===== src/rtl/atomreg_pkg.sv =====
package atomreg_pkg;
  localparam int DATA_W = 32;
  localparam int ADDR_W = 11;
  localparam int IDX_W  = 5;
  localparam int SH_W   = $clog2(DATA_W);

  typedef enum logic [2:0] {
    OP_DIRECT = 3'd0,
    OP_SET    = 3'd1,
    OP_CLEAR  = 3'd2,
    OP_MASK4  = 3'd3,
    OP_MASK8  = 3'd4,
    OP_MASK16 = 3'd5,
    OP_NONE   = 3'd6
  } op_e;

  localparam logic [1:0] SZ_BYTE = 2'd0;
  localparam logic [1:0] SZ_HALF = 2'd1;
  localparam logic [1:0] SZ_WORD = 2'd2;

  typedef struct packed {
    op_e              op;
    logic [IDX_W-1:0] idx;
    logic [SH_W-1:0]  shamt;
    logic             err;
    logic             rd;
    logic             wr;
  } dec_t;
endpackage


===== src/rtl/atomreg_decode.sv =====
module atomreg_decode
  import atomreg_pkg::*;
#(
  parameter int NUM_REGS = 32
) (
  input  logic              valid,
  input  logic              write,
  input  logic [1:0]        size,
  input  logic [ADDR_W-1:0] addr,
  output dec_t              dec
);
  logic bad;
  logic plain;

  always_comb begin
    dec = '0;
    bad = 1'b0;
    case (addr[10:8])
      3'd0:    dec.op = addr[7] ? OP_SET : OP_DIRECT;
      3'd1:    dec.op = addr[7] ? OP_NONE : OP_CLEAR;
      3'd2:    dec.op = OP_MASK4;
      3'd3:    dec.op = OP_MASK8;
      3'd4:    dec.op = OP_MASK16;
      default: dec.op = OP_NONE;
    endcase
    plain   = (dec.op == OP_DIRECT) || (dec.op == OP_SET) || (dec.op == OP_CLEAR);
    dec.idx = plain ? addr[6:2] : addr[7:3];

    case (dec.op)
      OP_DIRECT, OP_SET, OP_CLEAR: begin
        case (size)
          SZ_BYTE: dec.shamt = {addr[1:0], 3'b000};
          SZ_HALF: begin
            dec.shamt = {addr[1], 4'b0000};
            bad = addr[0];
          end
          SZ_WORD: bad = (addr[1:0] != 2'b00);
          default: bad = 1'b1;
        endcase
      end
      OP_MASK4: begin
        dec.shamt = {addr[2:0], 2'b00};
        bad = (size != SZ_BYTE);
      end
      OP_MASK8: begin
        dec.shamt = {addr[2:1], 3'b000};
        bad = (size != SZ_HALF) || addr[0];
      end
      OP_MASK16: begin
        dec.shamt = {addr[2], 4'b0000};
        bad = (size != SZ_WORD) || (addr[1:0] != 2'b00);
      end
      default: bad = 1'b1;
    endcase

    if (!write && ((dec.op != OP_DIRECT) || (size == SZ_WORD)))
      bad = 1'b1;
    if (int'(dec.idx) >= NUM_REGS)
      bad = 1'b1;

    dec.err = valid && bad;
    dec.wr  = valid && write && !bad;
    dec.rd  = valid && !write && !bad;
  end
endmodule


===== src/rtl/atomreg_merge.sv =====
module atomreg_merge
  import atomreg_pkg::*;
(
  input  op_e               op,
  input  logic [1:0]        size,
  input  logic [SH_W-1:0]   shamt,
  input  logic [DATA_W-1:0] wdata,
  input  logic [DATA_W-1:0] old_val,
  output logic [DATA_W-1:0] fmask,
  output logic [DATA_W-1:0] new_val
);
  logic [DATA_W-1:0] lane;
  logic [DATA_W-1:0] raw;
  logic [DATA_W-1:0] fval;

  always_comb begin
    case (size)
      SZ_BYTE: lane = 32'h0000_00FF;
      SZ_HALF: lane = 32'h0000_FFFF;
      default: lane = 32'hFFFF_FFFF;
    endcase
    raw = wdata & lane;
    case (op)
      OP_DIRECT: begin
        fmask = lane << shamt;
        fval  = raw << shamt;
      end
      OP_SET: begin
        fmask = raw << shamt;
        fval  = '1;
      end
      OP_CLEAR: begin
        fmask = raw << shamt;
        fval  = '0;
      end
      OP_MASK4: begin
        fmask = {28'd0, wdata[7:4]} << shamt;
        fval  = {28'd0, wdata[3:0]} << shamt;
      end
      OP_MASK8: begin
        fmask = {24'd0, wdata[15:8]} << shamt;
        fval  = {24'd0, wdata[7:0]} << shamt;
      end
      OP_MASK16: begin
        fmask = {16'd0, wdata[31:16]} << shamt;
        fval  = {16'd0, wdata[15:0]} << shamt;
      end
      default: begin
        fmask = '0;
        fval  = '0;
      end
    endcase
    new_val = (old_val & ~fmask) | (fval & fmask);
  end
endmodule


===== src/rtl/atomreg_bank.sv =====
module atomreg_bank
  import atomreg_pkg::*;
#(
  parameter int NUM_REGS = 32
) (
  input  logic                             clk,
  input  logic                             rst_n,
  input  logic                             we,
  input  logic [IDX_W-1:0]                 idx,
  input  logic [DATA_W-1:0]                wval,
  output logic [DATA_W-1:0]                rval,
  output logic [NUM_REGS-1:0][DATA_W-1:0]  bank_q
);
  for (genvar g = 0; g < NUM_REGS; g++) begin : g_reg
    logic [DATA_W-1:0] q;
    always_ff @(posedge clk or negedge rst_n) begin
      if (!rst_n)
        q <= '0;
      else if (we && (int'(idx) == g))
        q <= wval;
    end
    assign bank_q[g] = q;
  end

  assign rval = (int'(idx) < NUM_REGS) ? bank_q[idx] : '0;

  // a write is visible in the addressed register after its edge
  a_r11_write_lands: assert property (@(posedge clk) disable iff (!rst_n)
    we |=> bank_q[$past(idx)] == $past(wval));

  // without a write enable nothing in the bank moves
  a_r10_bank_holds: assert property (@(posedge clk) disable iff (!rst_n)
    !we |=> $stable(bank_q));
endmodule


===== src/rtl/atomreg_bridge.sv =====
module atomreg_bridge
  import atomreg_pkg::*;
#(
  parameter int NUM_REGS = 32
) (
  input  logic              clk,
  input  logic              rst_n,
  input  logic              bus_valid,
  input  logic              bus_write,
  input  logic [1:0]        bus_size,
  input  logic [10:0]       bus_addr,
  input  logic [31:0]       bus_wdata,
  output logic              rsp_valid,
  output logic [31:0]       rsp_rdata,
  output logic              rsp_err
);
  dec_t                             dec;
  logic [DATA_W-1:0]                old_val;
  logic [DATA_W-1:0]                new_val;
  logic [DATA_W-1:0]                fmask;
  logic [DATA_W-1:0]                rfield;
  logic [NUM_REGS-1:0][DATA_W-1:0]  bank_q;

  atomreg_decode #(.NUM_REGS(NUM_REGS)) i_decode (
    .valid (bus_valid),
    .write (bus_write),
    .size  (bus_size),
    .addr  (bus_addr),
    .dec   (dec)
  );

  atomreg_merge i_merge (
    .op      (dec.op),
    .size    (bus_size),
    .shamt   (dec.shamt),
    .wdata   (bus_wdata),
    .old_val (old_val),
    .fmask   (fmask),
    .new_val (new_val)
  );

  atomreg_bank #(.NUM_REGS(NUM_REGS)) i_bank (
    .clk    (clk),
    .rst_n  (rst_n),
    .we     (dec.wr),
    .idx    (dec.idx),
    .wval   (new_val),
    .rval   (old_val),
    .bank_q (bank_q)
  );

  assign rfield = (old_val >> dec.shamt) &
                  ((bus_size == SZ_BYTE) ? 32'h0000_00FF : 32'h0000_FFFF);

  always_ff @(posedge clk or negedge rst_n) begin
    if (!rst_n) begin
      rsp_valid <= 1'b0;
      rsp_err   <= 1'b0;
      rsp_rdata <= '0;
    end else begin
      rsp_valid <= bus_valid;
      rsp_err   <= dec.err;
      rsp_rdata <= dec.rd ? rfield : '0;
    end
  end

  // one response per accepted access, one cycle later
  a_r11_rsp_follows: assert property (@(posedge clk) disable iff (!rst_n)
    bus_valid |=> rsp_valid);
  a_r11_no_spurious_rsp: assert property (@(posedge clk) disable iff (!rst_n)
    !bus_valid |=> !rsp_valid);

  // an error response carries no data and belongs to an access
  a_r10_err_no_data: assert property (@(posedge clk) disable iff (!rst_n)
    rsp_err |-> (rsp_valid && rsp_rdata == '0));

  // a non-byte access to the nibble window is rejected
  a_r6_size_mismatch: assert property (@(posedge clk) disable iff (!rst_n)
    (bus_valid && bus_write && bus_addr[10:8] == 3'd2 && bus_size != SZ_BYTE) |=> rsp_err);

  // a write never returns data
  a_r9_write_rdata_zero: assert property (@(posedge clk) disable iff (!rst_n)
    (bus_valid && bus_write) |=> rsp_rdata == '0);

  // set can only raise bits
  a_r4_set_only_raises: assert property (@(posedge clk) disable iff (!rst_n)
    (dec.wr && dec.op == OP_SET) |-> (old_val & ~new_val) == '0);

  // clear can only lower bits
  a_r5_clear_only_lowers: assert property (@(posedge clk) disable iff (!rst_n)
    (dec.wr && dec.op == OP_CLEAR) |-> (new_val & ~old_val) == '0);

  // bits outside the selected field are untouched
  a_r7_outside_kept: assert property (@(posedge clk) disable iff (!rst_n)
    dec.wr |-> ((new_val ^ old_val) & ~fmask) == '0);
endmodule


===== config.mk =====
export PLATFORM = sky130hd
export DESIGN_NAME = atomreg_bridge
export DESIGN_NICKNAME = d
export VERILOG_FILES = /design/src/rtl/atomreg_pkg.sv /design/src/rtl/atomreg_decode.sv /design/src/rtl/atomreg_merge.sv /design/src/rtl/atomreg_bank.sv /design/src/rtl/atomreg_bridge.sv
export SDC_FILE = /design/constraint.sdc
export NUM_CORES = 2
export LEC_CHECK = 0
export CAP_MARGIN = 20
export CORE_MARGIN = 5
export CORE_UTILIZATION = 60
export CTS_BUF_LIST = sky130_fd_sc_hd__clkbuf_2 sky130_fd_sc_hd__clkbuf_4 sky130_fd_sc_hd__clkbuf_8
export DETAILED_ROUTE_END_ITERATION = 8
export DONT_BUFFER_PORTS = 1
export PLACE_DENSITY = 0.76
export SYNTH_ARGS = -nofsm -noshare
export SYNTH_HDL_FRONTEND = slang
export SYNTH_SLANG_ARGS = --single-unit

===== constraint.sdc =====
create_clock -name clk -period 4.4 [get_ports clk]
set_clock_uncertainty 0.15 [all_clocks]
set_input_delay 0.44 -clock clk [delete_from_list [all_inputs] [get_ports clk]]
set_output_delay 0.44 -clock clk [all_outputs]
set_load 0.02 [all_outputs]

## After elaboration in Yosys (flattened, before gate mapping)

Index checks and enable logic that the tools add are counted.

| cells by class | value |
|---|---|
| eq/ne operators | 44 |
| magnitude comparators | 1 |
| bitwise operators | 6 |
| reductions and logical operators | 54 |
| multiplexer cells | 16 |
| shifts and indexed selects | 9 |

Operators with widths:

| operator | number |
|---|---|
| one-hot mux 32 bit (5 select lines) | 2 |
| binary-select mux 32 bit (select 5 bit) | 1 |
| AND 32 bit | 3 |
| == test 5 bit (second input constant) | 16 |
| two-way mux 32 bit | 2 |
| one-hot mux 32 bit (2 select lines) | 1 |
| left shift 16 x 5 -> 32 bit | 2 |
| left shift 32 x 5 -> 32 bit | 2 |
| left shift 4 x 5 -> 32 bit | 2 |
| left shift 8 x 5 -> 32 bit | 2 |
| == test 5 x 4 -> 1 bit (second input constant) | 8 |
| logical AND 1 bit | 38 |
| AND 32 x 16 -> 32 bit | 1 |
| inverter 32 bit | 1 |
| bitwise OR 32 bit | 1 |
| >> shifter 32 x 5 -> 32 bit | 1 |
| == test 5 x 3 -> 1 bit (second input constant) | 4 |
| one-hot mux 5 bit (4 select lines) | 1 |
| two-way mux 16 bit | 1 |
| one-hot mux 3 bit (5 select lines) | 1 |
| == test 3 x 2 -> 1 bit (second input constant) | 4 |
| == test 5 x 2 -> 1 bit (second input constant) | 2 |
| one-hot mux 5 bit (2 select lines) | 1 |
| == test 3 bit (second input constant) | 3 |
| other kinds (21) | 30 |

| word-level totals | value |
|---|---|
| register bits after elaboration | 1058 |
| input bits | 49 |
| output and inout port bits | 34 |
| word-level logic and storage cells | 165 |

## Longest topological paths before layout

| logic depth | value |
|---|---|
| depth after elaboration | 11 |
| gate-level depth with buffers | 15 |

## Modules after synthesis

Synthesis repeated with hierarchy kept, for this count alone.

| second synthesis, totals | value |
|---|---|
| cell total of the unflattened synthesis | 4217 |
| area total of the unflattened synthesis | 55009.0 µm² |

By module, submodules not included:

| module | area each (µm²) | sequential area each (µm²) | cells each | instances |
|---|---|---|---|---|
| atomreg_bank | 46622.2 | 25624.6 | 3106 | 1 |
| atomreg_merge | 5412.7 | 0.0 | 794 | 1 |
| atomreg_bridge | 2648.8 | 450.4 | 271 | 1 |
| atomreg_decode | 325.3 | 0.0 | 46 | 1 |

## Worst setup path after synthesis

No wires, ideal clock.

| path | value |
|---|---|
| kind | input to register |
| start | input port bus_addr[7] |
| end | register i_bank.g_reg[30].q[31] |
| data required time | 4.173 ns |
| setup slack | 1.252 ns |
| library setup time | 0.077 ns |
| cell stages on the path | 15 |
| arrival | 2.921 ns |
| path buffers | 7 |
| path through | buf_6 > a211o_4 > mux2_4 > buf_6 > buf_6 > buf_6 > buf_6 > buf_6 > mux2i_1 > a32oi_1 > nand4_1 > mux2i_1 > o22ai_2 > buf_4 > o21ai_1 |

| on the way | value |
|---|---|
| cells in the longest elaborated chain, start to end | 10 |
| elaborated cells on any way between the ends | 40 |

RTL lines:

| item | line | RTL |
|---|---|---|
| from (decl) | atomreg_bridge.sv:11 | `input logic [10:0] bus_addr,` |
| two-way mux 1 bit / two-way mux 3 bit (equally long branches) | atomreg_decode.sv:19, atomreg_decode.sv:20 |  |
| one-hot mux 3 bit (5 select lines) | atomreg_decode.sv:18 | `case (addr[10:8])` |
| == test 3 x 2 -> 1 bit, or another cell as far along | atomreg_decode.sv:26, atomreg_decode.sv:29, atomreg_merge.sv:23 |  |
| OR reduction 3 bit / logical OR 1 bit (equally long branches) | atomreg_decode.sv:29, atomreg_decode.sv:26 |  |
| one-hot mux 5 bit (4 select lines) / logical OR 1 bit (equally long branches) | atomreg_decode.sv:29, atomreg_decode.sv:26 |  |
| left shift 16 x 5 -> 32 bit, or another cell as far along | atomreg_merge.sv:45 | `fmask = {16'd0, wdata[31:16]} << shamt;` |
| one-hot mux 32 bit (5 select lines) / binary-select mux 32 bit (select 5 bit) (equally long branches) | atomreg_merge.sv:23, atomreg_bank.sv:25 |  |
| inverter 32 bit / two-way mux 32 bit (equally long branches) | atomreg_merge.sv:53, atomreg_bank.sv:25 |  |
| AND 32 bit | atomreg_merge.sv:53 | `new_val = (old_val & ~fmask) \| (fval & fmask);` |
| bitwise OR 32 bit | atomreg_merge.sv:53 |  |
| to (signal assigned) | atomreg_bank.sv:20 | `q <= wval;` |
| to (decl) | atomreg_bank.sv:15 | `logic [DATA_W-1:0] q;` |

Several ways; a longest one is shown, not always the timed one. The select of a mux whose other input is x is not followed.
A chain may end at the register's enable or synchronous reset.

==> qor.csv <==
metric;value;unit
vias in the first global route;40400;
ANT nets after route;0;
total iterations of the first detailed-routing run;6;
vias;41900;
TritonCTS clock tree;done;
global-route wire length before repair;246000;um
Max Cap Viol;0;
Core Rows;104;
Post-synth EDFFs;0;
fin crit period;3640;ps
# DRC;0;
Seq pwr share;46.1;%
final net count;5315;
switching part of the total;28.8;%
status;finished, violations left;
final core utilization;66.8;%
Max H-tree Level;4;
most common cell after layout, fill and taps aside;nand2_1;
setup TNS;0;ps
area of the core;80700;um2
failing checks;slew limit;
PwrDens;411;nW/um2
Iteration-0 DRC Markers;5062;
Leakage;23.3;nW
vias per inst;6.50;
Worst EP arrival;4260;ps
IO Count;83;
final setup fails;0;
commonest non-fill, non-tap cells in the layout;nand2_1 (1,642), dfrtp_1 (1,042), o21ai_0 (910), mux2i_1 (296), a32oi_1 (247);
share of layout cells above drive strength 1;10.4;%
antenna violations before repair;2;
sequential share of the synthesized area;53.4;%
Fillers;6408;
worst vdd ir;0.295;mV
clock network power share;40.1;%
Post-Syn Area;48900;um2
slew margin rel.;-7.32;%
worst setup path class;in -> async;
syn_area_per_cell;9.06;um2
dpl cell area;50000;um2
Top FF cell, synth;dfrtp_1;
# clock sinks;1042;
largest net degree at the start of global routing;1043;
CTS resizes;0;
Final Cycle Share;82.7;%
Syn Inst Count;5396;
Finished Cell Area;53900;um2
clock slew at reported path FFs;60;ps
Starting Density;60.6;%
Final WS setup;760;ps
die height;295;um
Tot GR Track Use;36.8;%
Die X-Extent;295;um
required time worst endpoint;5020;ps
total internal power;0.0158;W
Peak Freq;0.275;GHz
P_sw;0.00637;W
DPL Wire Length;92200;um
DIE AREA;87300;um2
Slew Viols, Final;103;
routed wire length;161000;um
root buf cell;clkbuf_8;
I/O Buffers;0;
worst skew pair latency;850;ps
Post-synth ARST share;100;%
Critical Path Source Type;input pin;
routed length per instance;25.0;um
Hold/Removal Path Class;in -> reg;
Final Hold Vio Count;0;
Crit. End Element;asynchronous set/reset pin;
CTS Buffer Depth;3;
dpl ws;74.7;ps
Yosys cell types;87;
area occupied by multi-input gates;20800;um2
synth warn;0;
routability cong.;1.03;
register area;26100;um2
gr ovfl total;0;
Yosys reg bits;1042;
Num CTS Buffers;170;
P&R area growth vs syn;10.3;%
Crit Path Max Fanout;202;
Slew @ Worst Pin;1610;ps
combinational power share;13.8;%
setup repair after global routing missed its margin;no;
## worst max-delay path, stage by stage
cell           delay [ps]
dlygate4sd3_1         520
dlygate4sd3_1         710
buf_16                650
buf_16                620
buf_16                580
## state kept, by name (all words and copies together), names as in the netlist
| signal | cells |
|---|---|
| i_bank.g.q | 1024 |
| rsp_err | 1 |
| rsp_rdata | 16 |
| rsp_valid | 1 |
## per-stage QoR
step	hold slack (ps)	power, W	cells
after global routing	31.3	0.0229	6448
final	51.5	0.0221	6449
after floorplan	-5.59	0.0122	5411
after CTS	-869	0.0219	6440
after detailed placement	27.0	0.0131	6132
after global placement	31.0	0.0131	6131
## logic make-up after synthesis
logic type      Yosys count  synth area share (%)
xor+xnor                  1                0.0179
buf+inv                 511                  4.81
simple gates           1931                  15.7
mux                     308                  6.43
compound gates         1602                  19.6
flops                  1042                  53.4
other cells               1               0.00767
## power groups by stage
stage	clock network (W)	registers [W]	logic [W]
after floorplan	0	0.0103	0.00184
after global placement	0	0.0104	0.00270
after detailed placement	0	0.0104	0.00273
after CTS	0.00895	0.0102	0.00276
after global routing	0.00938	0.0103	0.00326
final	0.00888	0.0102	0.00305
## cell usage after synthesis, types with 7 or more instances
| cell | instances | area (um2) |
|---|---|---|
| a21boi_0 | 7 | 52.6 |
| a21oi_1 | 83 | 415 |
| a221oi_1 | 20 | 175 |
| a32oi_1 | 247 | 2160 |
| and2_1 | 11 | 68.8 |
| and3_1 | 8 | 50.1 |
| buf_1 | 12 | 45.0 |
| buf_2 | 134 | 671 |
| buf_4 | 34 | 255 |
| buf_6 | 12 | 135 |
| clkbuf_1 | 276 | 1040 |
| clkbuf_2 | 38 | 190 |
| dfrtp_1 | 1042 | 26100 |
| mux2i_1 | 298 | 2980 |
| nand2_1 | 1659 | 6230 |
| nand2b_1 | 10 | 62.6 |
| nand3_1 | 33 | 165 |
| nand4_1 | 64 | 400 |
| nor2_1 | 94 | 353 |
| nor3_1 | 8 | 40.0 |
| o211ai_1 | 10 | 75.1 |
| o21a_1 | 9 | 67.6 |
| o21ai_0 | 916 | 4580 |
| o21ai_1 | 165 | 826 |
| o22a_1 | 7 | 61.3 |
| o22ai_1 | 53 | 332 |
| or3_1 | 10 | 62.6 |
## layer usage
| layer | share of wire, % | GRT usage, % | up-vias |
|---|---|---|---|
| met2 | 43 | 54.0 | 2515 |
| li1 | - | - | 18500 |
| met4 | 5.5 | 17.8 | 0 |
| met3 | 12 | 10.2 | 577 |
| met1 | 40 | 51.2 | 20300 |
| met5 | 0 | 0 | - |
## final cells by class
cell class,count,share of cell area (%)
diodes,2,0.00929
clock buffers,265,6.14
clock inverters,28,0.532
inverters,5,0.0348
multi-input cells,3858,38.7
flip-flops and latches,1042,48.4
well taps,1060,2.46
repair buffers,189,3.75
## timing repair
action | CTS | global route
setup buffers | 0 | 0
hold buffers | 15 | 2
hold endpoints to repair | 1109 | 202
## path summary, 6_finish.rpt
path | start | endpoint | slack [ps] | depth (start not counted)
min in group asynchronous | rst_n | i_bank.g_reg[5].q[22]$_DFFE_PN0P_ | 300 | 2
min | bus_addr[6] | i_bank.g_reg[21].q[22]$_DFFE_PN0P_ | 50 | 4
max reg2reg | i_bank.g_reg[17].q[4]$_DFFE_PN0P_ | i_bank.g_reg[11].q[4]$_DFFE_PN0P_ | 1650 | 7
max in group clk | bus_addr[8] | i_bank.g_reg[11].q[4]$_DFFE_PN0P_ | 780 | 11
max | rst_n | i_bank.g_reg[19].q[29]$_DFFE_PN0P_ | 760 | 5
min reg2reg | i_bank.g_reg[30].q[26]$_DFFE_PN0P_ | i_bank.g_reg[30].q[26]$_DFFE_PN0P_ | 330 | 2
No activity file was read; power rests on OpenSTA's default activity.
